--- src/rtl/srx_pkg.sv ---
package srx_pkg;

    typedef enum logic [1:0] {
        SVC_POLL = 2'd0,
        SVC_IRQ  = 2'd1,
        SVC_DMA  = 2'd2
    } svc_e;

    typedef struct packed {
        logic dma_en;
        logic tx_ie;
        logic rx_ie;
    } mode_bits_t;

    typedef struct packed {
        svc_e tx;
        svc_e rx;
        logic bad;
    } svc_cfg_t;

    // Prohibited settings fall back to polling on both sides.
    function automatic svc_cfg_t decode_mode(input mode_bits_t m);
        svc_cfg_t s;
        s.bad = 1'b0;
        s.tx  = SVC_POLL;
        s.rx  = SVC_POLL;
        if (!m.dma_en) begin
            s.tx = m.tx_ie ? SVC_IRQ : SVC_POLL;
            s.rx = m.rx_ie ? SVC_IRQ : SVC_POLL;
        end else if (m.rx_ie && !m.tx_ie) begin
            s.rx = SVC_DMA;
            s.tx = SVC_IRQ;
        end else if (m.tx_ie && !m.rx_ie) begin
            s.tx = SVC_DMA;
            s.rx = SVC_IRQ;
        end else begin
            s.bad = 1'b1;
        end
        return s;
    endfunction

endpackage

--- src/rtl/srx_mode_dec.sv ---
module srx_mode_dec
    import srx_pkg::*;
(
    input  mode_bits_t mode,
    output svc_cfg_t   svc
);
    always_comb svc = decode_mode(mode);

    always_comb begin
        if (svc.tx == SVC_DMA && svc.rx == SVC_DMA)
            p_single_dma_r7: assert (1'b0) else $error("both directions decoded to DMA");
    end
endmodule

--- src/rtl/srx_fifo.sv ---
module srx_fifo #(
    parameter int W     = 8,
    parameter int DEPTH = 8,
    parameter int GROUP = 4
) (
    input  logic         clk,
    input  logic         rst,
    input  logic         wr,
    input  logic [W-1:0] din,
    input  logic         pop,
    output logic [W-1:0] dout,
    output logic         empty,
    output logic         full,
    output logic         drop,
    output logic         grp_edge
);
    localparam int AW  = $clog2(DEPTH);
    localparam int CW  = AW + 1;
    localparam int GAW = $clog2(GROUP);
    localparam logic [GAW-1:0] LAST = GAW'(GROUP - 1);

    logic [W-1:0]  mem [DEPTH];
    logic [AW-1:0] wptr, rptr;
    logic [CW-1:0] count;
    logic          push_ok, pop_ok;

    assign empty    = (count == '0);
    assign full     = (count == CW'(DEPTH));
    assign push_ok  = wr && !full;
    assign pop_ok   = pop && !empty;
    assign drop     = wr && full;
    assign grp_edge = push_ok && (wptr[GAW-1:0] == LAST);
    assign dout     = mem[rptr];

    always_ff @(posedge clk) begin
        if (push_ok) mem[wptr] <= din;
    end

    always_ff @(posedge clk) begin
        if (rst) begin
            wptr  <= '0;
            rptr  <= '0;
            count <= '0;
        end else begin
            if (push_ok) wptr <= (wptr == AW'(DEPTH - 1)) ? '0 : wptr + 1'b1;
            if (pop_ok)  rptr <= (rptr == AW'(DEPTH - 1)) ? '0 : rptr + 1'b1;
            case ({push_ok, pop_ok})
                2'b10:   count <= count + 1'b1;
                2'b01:   count <= count - 1'b1;
                default: count <= count;
            endcase
        end
    end

    p_no_overflow_r3: assert property (@(posedge clk) disable iff (rst)
        count <= CW'(DEPTH));
    p_full_drop_r3: assert property (@(posedge clk) disable iff (rst)
        (full && wr && !pop) |=> full);
endmodule

--- src/rtl/srx_req_ctl.sv ---
module srx_req_ctl #(
    parameter int DEPTH = 8,
    parameter int GROUP = 4
) (
    input  logic clk,
    input  logic rst,
    input  logic grp_edge,
    input  logic allow,
    input  logic ack,
    input  logic empty,
    output logic req,
    output logic dma_pop
);
    localparam int GAW = $clog2(GROUP);
    localparam int GCW = $clog2(DEPTH / GROUP + 1);
    localparam logic [GAW-1:0] LAST = GAW'(GROUP - 1);

    logic [GCW-1:0] grp;
    logic [GAW-1:0] beat;
    logic           grp_inc, grp_dec;

    assign req     = allow && (grp != '0);
    assign dma_pop = req && ack && !empty;
    assign grp_inc = allow && grp_edge;
    assign grp_dec = dma_pop && (beat == LAST);

    always_ff @(posedge clk) begin
        if (rst) begin
            grp  <= '0;
            beat <= '0;
        end else begin
            if (dma_pop) beat <= (beat == LAST) ? '0 : beat + 1'b1;
            case ({grp_inc, grp_dec})
                2'b10:   grp <= grp + 1'b1;
                2'b01:   grp <= grp - 1'b1;
                default: grp <= grp;
            endcase
        end
    end

    p_req_hold_r5: assert property (@(posedge clk) disable iff (rst)
        (req && !ack && allow) |=> (req || !allow));
    p_idle_ack_r9: assert property (@(posedge clk) disable iff (rst)
        (!req && !grp_inc) |=> $stable(beat));
endmodule

--- src/rtl/srx_dma_requester.sv ---
module srx_dma_requester
    import srx_pkg::*;
#(
    parameter int W     = 8,
    parameter int DEPTH = 8,
    parameter int GROUP = DEPTH / 2
) (
    input  logic         clk,
    input  logic         rst,
    input  logic         cfg_dma_en,
    input  logic         cfg_tx_ie,
    input  logic         cfg_rx_ie,
    input  logic         rx_valid,
    input  logic [W-1:0] rx_byte,
    input  logic         rd_en,
    output logic [W-1:0] rd_data,
    output logic         rx_avail,
    input  logic         dma_ack,
    output logic         rx_dreq_n,
    input  logic         tx_ready,
    output logic         tx_dreq_n,
    output logic         rx_irq,
    output logic         tx_irq,
    input  logic         ovr_clr,
    output logic         ovr_flag,
    output logic         cfg_err
);
    mode_bits_t mode;
    svc_cfg_t   svc;
    logic       empty, full, drop, grp_edge;
    logic       rx_dma, req, dma_pop, cpu_pop;

    assign mode = '{dma_en: cfg_dma_en, tx_ie: cfg_tx_ie, rx_ie: cfg_rx_ie};

    srx_mode_dec u_dec (.mode(mode), .svc(svc));

    assign rx_dma  = (svc.rx == SVC_DMA);
    assign cpu_pop = rd_en && !rx_dma && !empty;

    srx_fifo #(.W(W), .DEPTH(DEPTH), .GROUP(GROUP)) u_fifo (
        .clk(clk), .rst(rst), .wr(rx_valid), .din(rx_byte),
        .pop(cpu_pop || dma_pop), .dout(rd_data), .empty(empty),
        .full(full), .drop(drop), .grp_edge(grp_edge)
    );

    srx_req_ctl #(.DEPTH(DEPTH), .GROUP(GROUP)) u_req (
        .clk(clk), .rst(rst), .grp_edge(grp_edge), .allow(rx_dma),
        .ack(dma_ack), .empty(empty), .req(req), .dma_pop(dma_pop)
    );

    always_ff @(posedge clk) begin
        if (rst)          ovr_flag <= 1'b0;
        else if (drop)    ovr_flag <= 1'b1;
        else if (ovr_clr) ovr_flag <= 1'b0;
    end

    assign rx_avail  = !empty;
    assign rx_dreq_n = !req;
    assign tx_dreq_n = !((svc.tx == SVC_DMA) && tx_ready);
    assign rx_irq    = (svc.rx == SVC_IRQ) && !empty;
    assign tx_irq    = (svc.tx == SVC_IRQ) && tx_ready;
    assign cfg_err   = svc.bad;

    p_err_quiet_r8: assert property (@(posedge clk) disable iff (rst)
        cfg_err |-> (rx_dreq_n && tx_dreq_n && !rx_irq && !tx_irq));
    p_one_dir_r7: assert property (@(posedge clk) disable iff (rst)
        $countones({!rx_dreq_n, !tx_dreq_n}) <= 1);
    p_ovr_sticky_r3: assert property (@(posedge clk) disable iff (rst)
        (ovr_flag && !ovr_clr) |=> ovr_flag);
    p_irq_data_r6: assert property (@(posedge clk) disable iff (rst)
        rx_irq |-> rx_avail);
endmodule

--- config.mk ---
export PLATFORM = sky130hd
export DESIGN_NAME = srx_dma_requester
export DESIGN_NICKNAME = d
export VERILOG_FILES = /design/src/rtl/srx_pkg.sv /design/src/rtl/srx_mode_dec.sv /design/src/rtl/srx_fifo.sv /design/src/rtl/srx_req_ctl.sv /design/src/rtl/srx_dma_requester.sv
export SDC_FILE = /design/constraint.sdc
export NUM_CORES = 1
export LEC_CHECK = 0
export ABC_CLOCK_PERIOD_IN_PS = 8000
export CAP_MARGIN = 40
export CORE_MARGIN = 2
export CORE_UTILIZATION = 60
export CTS_CLUSTER_SIZE = 25
export DETAILED_ROUTE_END_ITERATION = 6
export PLACE_DENSITY = 0.85
export SYNTH_ARGS = -nofsm -noshare
export SYNTH_HDL_FRONTEND = slang
export SYNTH_SLANG_ARGS = --single-unit
--- constraint.sdc ---
create_clock -name clk -period 8 [get_ports clk]
set_clock_uncertainty 0.1 [all_clocks]
set_input_delay 1.2 -clock clk [delete_from_list [all_inputs] [get_ports clk]]
set_output_delay 1.2 -clock clk [all_outputs]
set_load 0.05 [all_outputs]
==> results.txt, run 1 <==
- The run finished with clean final reports.
* Number of standard cells in the layout, taps in and fillers out: 334
- Unrepaired setup endpoints after global routing: false
- The core region is 5510 µm².
- Most instantiated flip-flop cell in the synthesis netlist: sky130_fd_sc_hd__edfxtp_1
- The initial utilization of the core area, before any placement, comes to 0.625.
- For this block, the routed nets add up to ~6300 µm of wire.
- The biggest area contributor in the post-synthesis netlist is sky130_fd_sc_hd__edfxtp_1.
- Worst-margin pin slew: between 0.8 and 0.9 ns
- Min Hold Slack: between 0.4 and 0.5 ns
- Adder and majority cell fraction of the synthesized area: 0.0400
* Synthesized-area fraction occupied by xor and xnor cells: 0.0127
- The multi-input combinational cells in the finished layout cover a total of 1100 µm².
- Mapped cell area: about 3400 µm²
- Pwr Density: between 300 and 400 nW/µm²
- The number of setup buffers added after CTS is 0.
- Data on the critical path is required at its endpoint by 6.70 ns.
- Post-synthesis cell count: around 210
* FP Rows: 27
- At the worst endpoint, the arrival time is roughly 3.2 ns.
- Crit path max fanout: 4
* Router iterations before antenna repair: 4
- Of the post-synthesis cell area, the dominant cell type holds 0.559.
* Iteration-0 DRC count of the detailed router: between 90 and 100
* Number of distinct standard cells referenced by the synthesized netlist: 35
- Total Routing Usage GR: 0.220
* Clock root buffer master: sky130_fd_sc_hd__clkbuf_8
- Multiplexer fraction of the synthesized cell area: 0.155
- Area of the die: ~6400 µm²
- Measured along the y axis, the die boundary spans roughly 80 µm.
- IR analysis of the VDD net gives a maximum drop of ~210 µV.
- The worst path needs ~4.5 ns of the cycle, external delays included.
- Headroom to the max-slew limit came out at 0.445.
- Clk Latency, worst-skew pair: 0.35 ns
* Share of flip-flops with an asynchronous set or reset: 0
- Number of fill cells: ~320
- Fraction of layout cells with a size suffix above 1: 0.214
- Detail-routed via count per cell: about 5.7
* Number of max-capacitance violations reported: 0
* Worst setup EP type: primary output
* Wirelength per Cell: about 19 µm
- Entering global routing, the biggest net connects 20 pins.
- After the last flow step, the layout net total stands at 286.
* TritonCTS clock tree: done
- Largest stage delay, worst path: just under 0.8 ns
- The H-tree was split into 3 levels.
* Post-layout utilization of the core: 0.750
- A synthesized cell averages about 16 µm².
- The share of the synthesized area in compound gates (AO/OA/AOI/OAI) is 0.0302.
* Via count of the first global-routing pass: about 2,000
* Most common cell in the netlist: sky130_fd_sc_hd__edfxtp_1
- Max-slew violations: 0
- During placement, the flow inserted port buffers numbering 32.
* Setup Crit Path Kind: in -> out
* Part of the Yosys area used for sequential elements: 0.664
- After clock tree synthesis, the flow added hold-fix buffers numbering 0.
* Combinational family with the most area after synthesis: multiplexers
- The largest individual stage delay along the critical path comes from the cell sky130_fd_sc_hd__clkdlybuf4s50_1.
* Number of hold violations in the final report: 0
- Path class of the lowest-slack min-delay path: reg -> reg
- Synthesized-area fraction occupied by and/or/nand/nor cells: 0.0818
- Counting flops with a built-in enable in the synthesized netlist gives 64.
- Post-route DRC: 0
- The synthesized design contains 82 register bits.
- Area growth from synthesis to layout: 20.0%
- Horizontal die dimension: around 80 µm
- Static timing analysis puts the maximum clock frequency at roughly 0.22 GHz.
* Leading cell types by total area after synthesis: sky130_fd_sc_hd__edfxtp_1 (56%), sky130_fd_sc_hd__dfxtp_1 (10%), sky130_fd_sc_hd__mux4_2 (10%), sky130_fd_sc_hd__ha_1 (4.0%), sky130_fd_sc_hd__mux2_2 (3.3%)
- Setup TNS: 0 ns
- Wire length of the first global-routing pass: about 9900 µm
- Detailed placement HPWL: roughly 4200 µm
- In this run, post-CTS repair resized a total of 0 instances.
- Initial antenna violation count: 0
- Synthesis produced a netlist with a net count of roughly 240.
* Placer's final routability congestion estimate: roughly 0.76
- Routed vias: approximately 1,900
* Fraction of the cycle the final worst path needs: 0.558
* Number of nets with antenna violations after routing: 0
- In this run, placement finished with an instance count of 318.
* CP Launch Type: primary input
- The sequential cells in the finished layout cover a total of about 2300 µm².
* Yosys warning total: 0
* Number of diodes: 0
- Static Leak: roughly 1.4 nW
* Final global-route overflow total: 0
- 33 I/O pins were placed.
* Clock transition time at the flip-flop clock pins of the worst setup and hold paths: 0.08 ns
- Cells traversed along the worst timing path: clkdlybuf4s50_1 -> inv_1 -> ha_1 -> nand3b_1 -> o21ai_0 -> and2_1 -> clkdlybuf4s50_1
- Clock Sink Count: 82
* Total CTS buffers: 9
- Counting along the longest clock path gives a buffer depth of 2.
- Cell type with the highest occurrence count on the critical path: sky130_fd_sc_hd__clkdlybuf4s50_1
* Setup-violating endpoint count in the final report: 0
* Top cells by instance count after synthesis: sky130_fd_sc_hd__edfxtp_1 (64), sky130_fd_sc_hd__dfxtp_1 (18), sky130_fd_sc_hd__mux4_2 (16)
-- cell families (layout without fill, tap and decap cells) --
logic type | after synthesis | after routing
DFF | 82 | 82
and+or+nand+nor | 54 | 54
muxes | 32 | 32
AOI/OAI and AO/OA | 17 | 17
buffers and inverters | 12 | 61
adders and majority gates | 11 | 11
xor gates and xnor gates | 5 | 5
-- worst max-delay path: cells and delay by family --
family	cells	cell delay, ns
buf+inv	3	1.34
compound gates	1	0.09
simple gates	2	0.34
fa+ha+maj	1	0.19
-- metrics by stage --
stage          power [mW]  area (µm²)  setup WS [ns]
2_1_floorplan       0.820        3440           4.39
3_3_place_gp        0.910        3850           3.56
3_5_place_dp        0.927        3880           3.52
4_1_cts              1.29        4130           3.52
5_1_grt              1.33        4130           3.37
6_report             1.28        4130           3.53
-- path summary, 6_finish.rpt --
path                           to  slack [ns]            start  depth (start not counted)
setup / recovery           tx_irq        3.53        cfg_rx_ie                          7
hold / removal     u_fifo.rptr[1]        0.40   u_fifo.rptr[1]                          2
setup reg to reg  u_fifo.count[3]        5.07  u_fifo.count[2]                          6
hold reg to reg    u_fifo.rptr[1]        0.40   u_fifo.rptr[1]                          2
-- placed cells by master (no fill, tap or decap), types with 3 or more instances in the layout --
cell and count:
sky130_fd_sc_hd__and2_1 3, sky130_fd_sc_hd__mux2_2 10, sky130_fd_sc_hd__bufinv_16 3, sky130_fd_sc_hd__nand2_1 8, sky130_fd_sc_hd__nor3_1 7, sky130_fd_sc_hd__clkdlybuf4s50_1 32
sky130_fd_sc_hd__mux2i_1 6, sky130_fd_sc_hd__buf_4 7, sky130_fd_sc_hd__mux4_2 16, sky130_fd_sc_hd__nor2b_1 5, sky130_fd_sc_hd__ha_1 11, sky130_fd_sc_hd__dfxtp_1 18
sky130_fd_sc_hd__clkinv_4 3, sky130_fd_sc_hd__inv_1 4, sky130_fd_sc_hd__a21oi_1 7, sky130_fd_sc_hd__xor2_1 4, sky130_fd_sc_hd__o21ai_0 5, sky130_fd_sc_hd__nor2_1 13
sky130_fd_sc_hd__edfxtp_1 64, sky130_fd_sc_hd__clkbuf_8 9, sky130_fd_sc_hd__nand2b_1 6
-- per-layer routing --
metal	vias to the layer above	track usage	part of all wire
met5	-	0	0
met4	0	0.0966	0.019
met3	12	0.0543	0.039
met2	51	0.376	0.51
met1	921	0.267	0.43
li1	911	-	-
-- flip-flops by register name, summed over array words and instances (netlist names), named ones only --
name / count
u_fifo.mem: 64
u_fifo.count: 4
u_fifo.rptr: 3
u_fifo.wptr: 3
u_req.beat: 2
u_req.grp: 2
ovr_flag: 1
-- final cells by class --
cell class / instances / area share
Clock buffer: 9 / 0.0300
Multi-Input combinational cell: 119 / 0.266
Tap cell: 72 / 0.0218
Clock inverter: 7 / 0.0303
Timing Repair Buffer: 40 / 0.0940
Inverter: 5 / 0.00455
Sequential cell: 82 / 0.553
-- power breakdown --
group / switching (mW) / internal, mW
clock: 0.151 / 0.210
sequential: 0.0385 / 0.493
combinational: 0.208 / 0.176
total: 0.398 / 0.879
Note: power is estimated with default switching activity, not from simulation.
==> run 2: changes to the inputs <==
- ABC_CLOCK_PERIOD_IN_PS: 8000 -> 3800
- CORE_UTILIZATION: 60 -> 51
- PLACE_DENSITY: 0.85 -> 0.77
- clock period: 8 -> 3.8 ns (I/O delays scaled with it)
==> run 2 against run 1 <==
- first-iteration DRC count rose by 26%
- core utilization fell by 11 points
- non-clock buffer count rose by 2
- setup slack got worse by 3.0 ns
- design area fell by 1.2%
- global-route usage fell by 5.4 points
- clock power rose by 64%
- combinational power rose by 120%
- count of clock-buffer cells in the layout rose by 2
- critical path depth did not move
- routed wire length fell by 9.7%
- die area rose by 17%
==> results.txt, run 2 (synthesis results as in run 1) <==
- The share of total power dissipated in the clock network is 0.236.
* TritonCTS clock tree: done
* Internal power contribution: about 1.7 mW
- STA classifies the critical path startpoint as a primary input.
- Achievable Freq: ~0.31 GHz
- In the global route stage, met2 resource usage came out at 0.292.
- Total Routing Usage GR: 0.166
- After layout, the minimum clock period comes to ~3.3 ns.
- Core Region: 6420 µm²
- Detailed placement HPWL: about 3800 µm
- The critical path is of the in -> out type.
- Worst r2r path cells: 9
- Max FFs per register: 64
* Setup TNS: 0 ns
* Effective utilization at floorplan: 0.536
- Origin of the worst min-delay path: ovr_flag
* Post-route DRC: 0
- Summed over all layers, the global routing overflow is 0.
* Number of nets in the layout: about 290
* Wire length of the first global-routing pass: 9220 µm
- After floorplanning, the core was divided into 29 placement rows.
* Number of nets with antenna violations after routing: 0
- Placer's final routability congestion estimate: ~0.77
- Before antenna repair, the detailed router went through 4 iterations.
* Cells traversed along the worst timing path: clkdlybuf4s50_1 -> inv_1 -> ha_1 -> nand3b_1 -> o21ai_0 -> and2_1 -> clkdlybuf4s50_1
* Switching share of power: 0.319
* Commonest non-fill, non-tap cells in the layout: sky130_fd_sc_hd__edfxtp_1 (64), sky130_fd_sc_hd__clkdlybuf4s50_1 (32), sky130_fd_sc_hd__dfxtp_1 (18)
* Max Root-Sink Buffers: 2
* Static Leak: roughly 1.4 nW
- The final number of max-transition violations is 0.
- Fraction of the cycle the final worst path needs: 0.858
- Clock Sink Count: around 80
- Initial antenna violation count: 0
* Horizontal die dimension: about 86 µm
- Multi-input gate area: about 1100 µm²
- Unrepaired setup endpoints after global routing: false
- Of the cells placed in the final design, the portion with a size suffix greater than 1 is 0.212.
- Worst IR drop on VDD: 421 µV
* Number of standard cells in the layout, taps in and fillers out: roughly 340
* Data arrival time of the critical path: between 2 and 3 ns
* Final standard cell area without fillers: 4080 µm²
- In this run the post-CTS setup repair buffer count came out at 0.
- The startpoint identified for the worst register-to-register timing path is u_fifo.count[2].
- End of the worst register-to-register path: u_fifo.count[2]
- Reg with most FFs: u_fifo.mem
- For this design the ratio of total power to cell area is just over 600 nW/µm².
- Worst relative slew slack: 0.412
* Crit path required time: 3.13 ns
- Largest regs: u_fifo.mem (64), u_fifo.count (4)
* Post-layout utilization of the core: 0.635
* Area growth from synthesis to layout: 18.6%
- Largest net degree at the start of global routing: 20
- The share of total power dissipated in combinational logic is 0.333.
- Routed vias: roughly 1,900
- Using the TritonRoute via totals, the vias-per-cell ratio works out to 5.59.
- Wirelength per Cell: around 17 µm
* Count of boundary I/O pins: 33
* GR Layer Usage met1: 0.206
* CP top delay family: buffers and inverters
- Summing all placed instances gives a cell area of about 3900 µm².
- Crit-path slowest cell: sky130_fd_sc_hd__clkdlybuf4s50_1
- At the later pin of the worst-skew pair, clock insertion delay measures 0.33 ns.
- Maximum level of the CTS H-tree: 3
- Crit path max fanout: 4
- Largest stage delay, worst path: 0.79 ns
- The path with the worst hold slack has its endpoint at ovr_flag.
* Number of hold violations in the final report: 0
- In this run the power spent charging and discharging nets is 0.801 mW.
- Total CTS buffers: 9
* Bufs and invs on worst path: 3
* Total routed wirelength: roughly 5600 µm
- Commonest non-fill, non-tap cell in the layout: sky130_fd_sc_hd__edfxtp_1
- Area of the die: approximately 7400 µm²
- The share of total power dissipated in sequential elements is 0.431.
- Register cell area after layout: approximately 2300 µm²
- Worst hold stages: 2
- Status: finished, final reports clean
- Worst-margin pin slew: a little under 0.9 ns
* Hold buffers post-CTS: 0
- Setup-violating endpoint count in the final report: 0
- Clock transition time at the flip-flop clock pins of the worst setup and hold paths: approximately 0.080 ns
- Number of buffer cells added on primary ports: 32
- Max-cap violations in this run came to 0.
* Path class of the lowest-slack min-delay path: reg -> reg
* Worst setup EP type: primary output
* Resized Gates After CTS: 0
* Overall power of the completed layout: between 2 and 3 mW
* Vertical extent of the die: between 80 and 90 µm
- After the first detailed-routing iteration, the DRC count stood at 125.
- Number of fill cells: 473
- Number of diodes: 0
- For this run, global-route usage on met3 was measured as 0.0366.
- Via count of the first global-routing pass: between 1,500 and 2,000
* Reg2reg setup slack: between 1 and 1.5 ns
- The root buffer cell chosen for the clock tree is sky130_fd_sc_hd__clkbuf_8.
- In this run the most used layer during global routing was met2.
- Once placement completed, the tool counted placed cells totaling around 330.
* Cell type with the highest occurrence count on the critical path: sky130_fd_sc_hd__clkdlybuf4s50_1
run 2: cell types whose count changed in the layout (fill, tap and decap cells not counted), sizes merged:
cell      before  now
inv            6    5
clkbuf         9   11
buf            8   10
bufinv         3    1
clkinvlp       0    1
run 2: cell type report:
| class | count | area share |
|---|---|---|
| clock inverters | 5 | 0.0138 |
| flip-flops and latches | 82 | 0.559 |
| repair buffers | 42 | 0.0969 |
| clock buffers | 11 | 0.0322 |
| inverters | 5 | 0.00460 |
| multi-input cells | 119 | 0.270 |
| well taps | 77 | 0.0236 |
run 2: worst max-delay path by stage:
stage | from | endpoint | slack, ns | cells past startpoint
after floorplan | cfg_rx_ie | u_fifo.count[3] | 0.86 | 9
after global placement | cfg_rx_ie | u_fifo.count[3] | 0.35 | 10
after detailed placement | cfg_rx_ie | u_fifo.count[2] | 0.28 | 13
after CTS | cfg_rx_ie | tx_irq | 0.54 | 7
after global routing | cfg_rx_ie | u_fifo.count[2] | 0.39 | 13
final | cfg_rx_ie | tx_irq | 0.54 | 7
run 2: metrics by stage:
stage	hold WS [ns]	setup WS [ns]
final	0.396	0.541
after CTS	0.409	0.541
after floorplan	0.364	0.858
after global placement	0.378	0.352
after global routing	0.430	0.391
after detailed placement	0.379	0.277
run 2: power groups by stage:
stage,clock network (mW),logic (mW),registers [mW]
global placement,0,0.830,1.10
floorplan,0,0.628,1.10
finish,0.593,0.836,1.08
CTS,0.603,0.849,1.09
detailed placement,0,0.846,1.11
global route,0.641,0.902,1.09
run 2: per-layer routing:
layer | vias up | share of wire
met2 | 44 | 0.51
met5 | - | 0
met4 | 0 | 0.0034
li1 | 908 | -
met1 | 952 | 0.45
met3 | 2 | 0.036
run 2: tightest hold or removal path, delay by kind of cell (launching register included):
kind / cells / cell delay, ns
AND/OR/NAND/NOR: 1 / 0.07
AO/OA/AOI/OAI: 1 / 0.06
flip-flops: 1 / 0.33
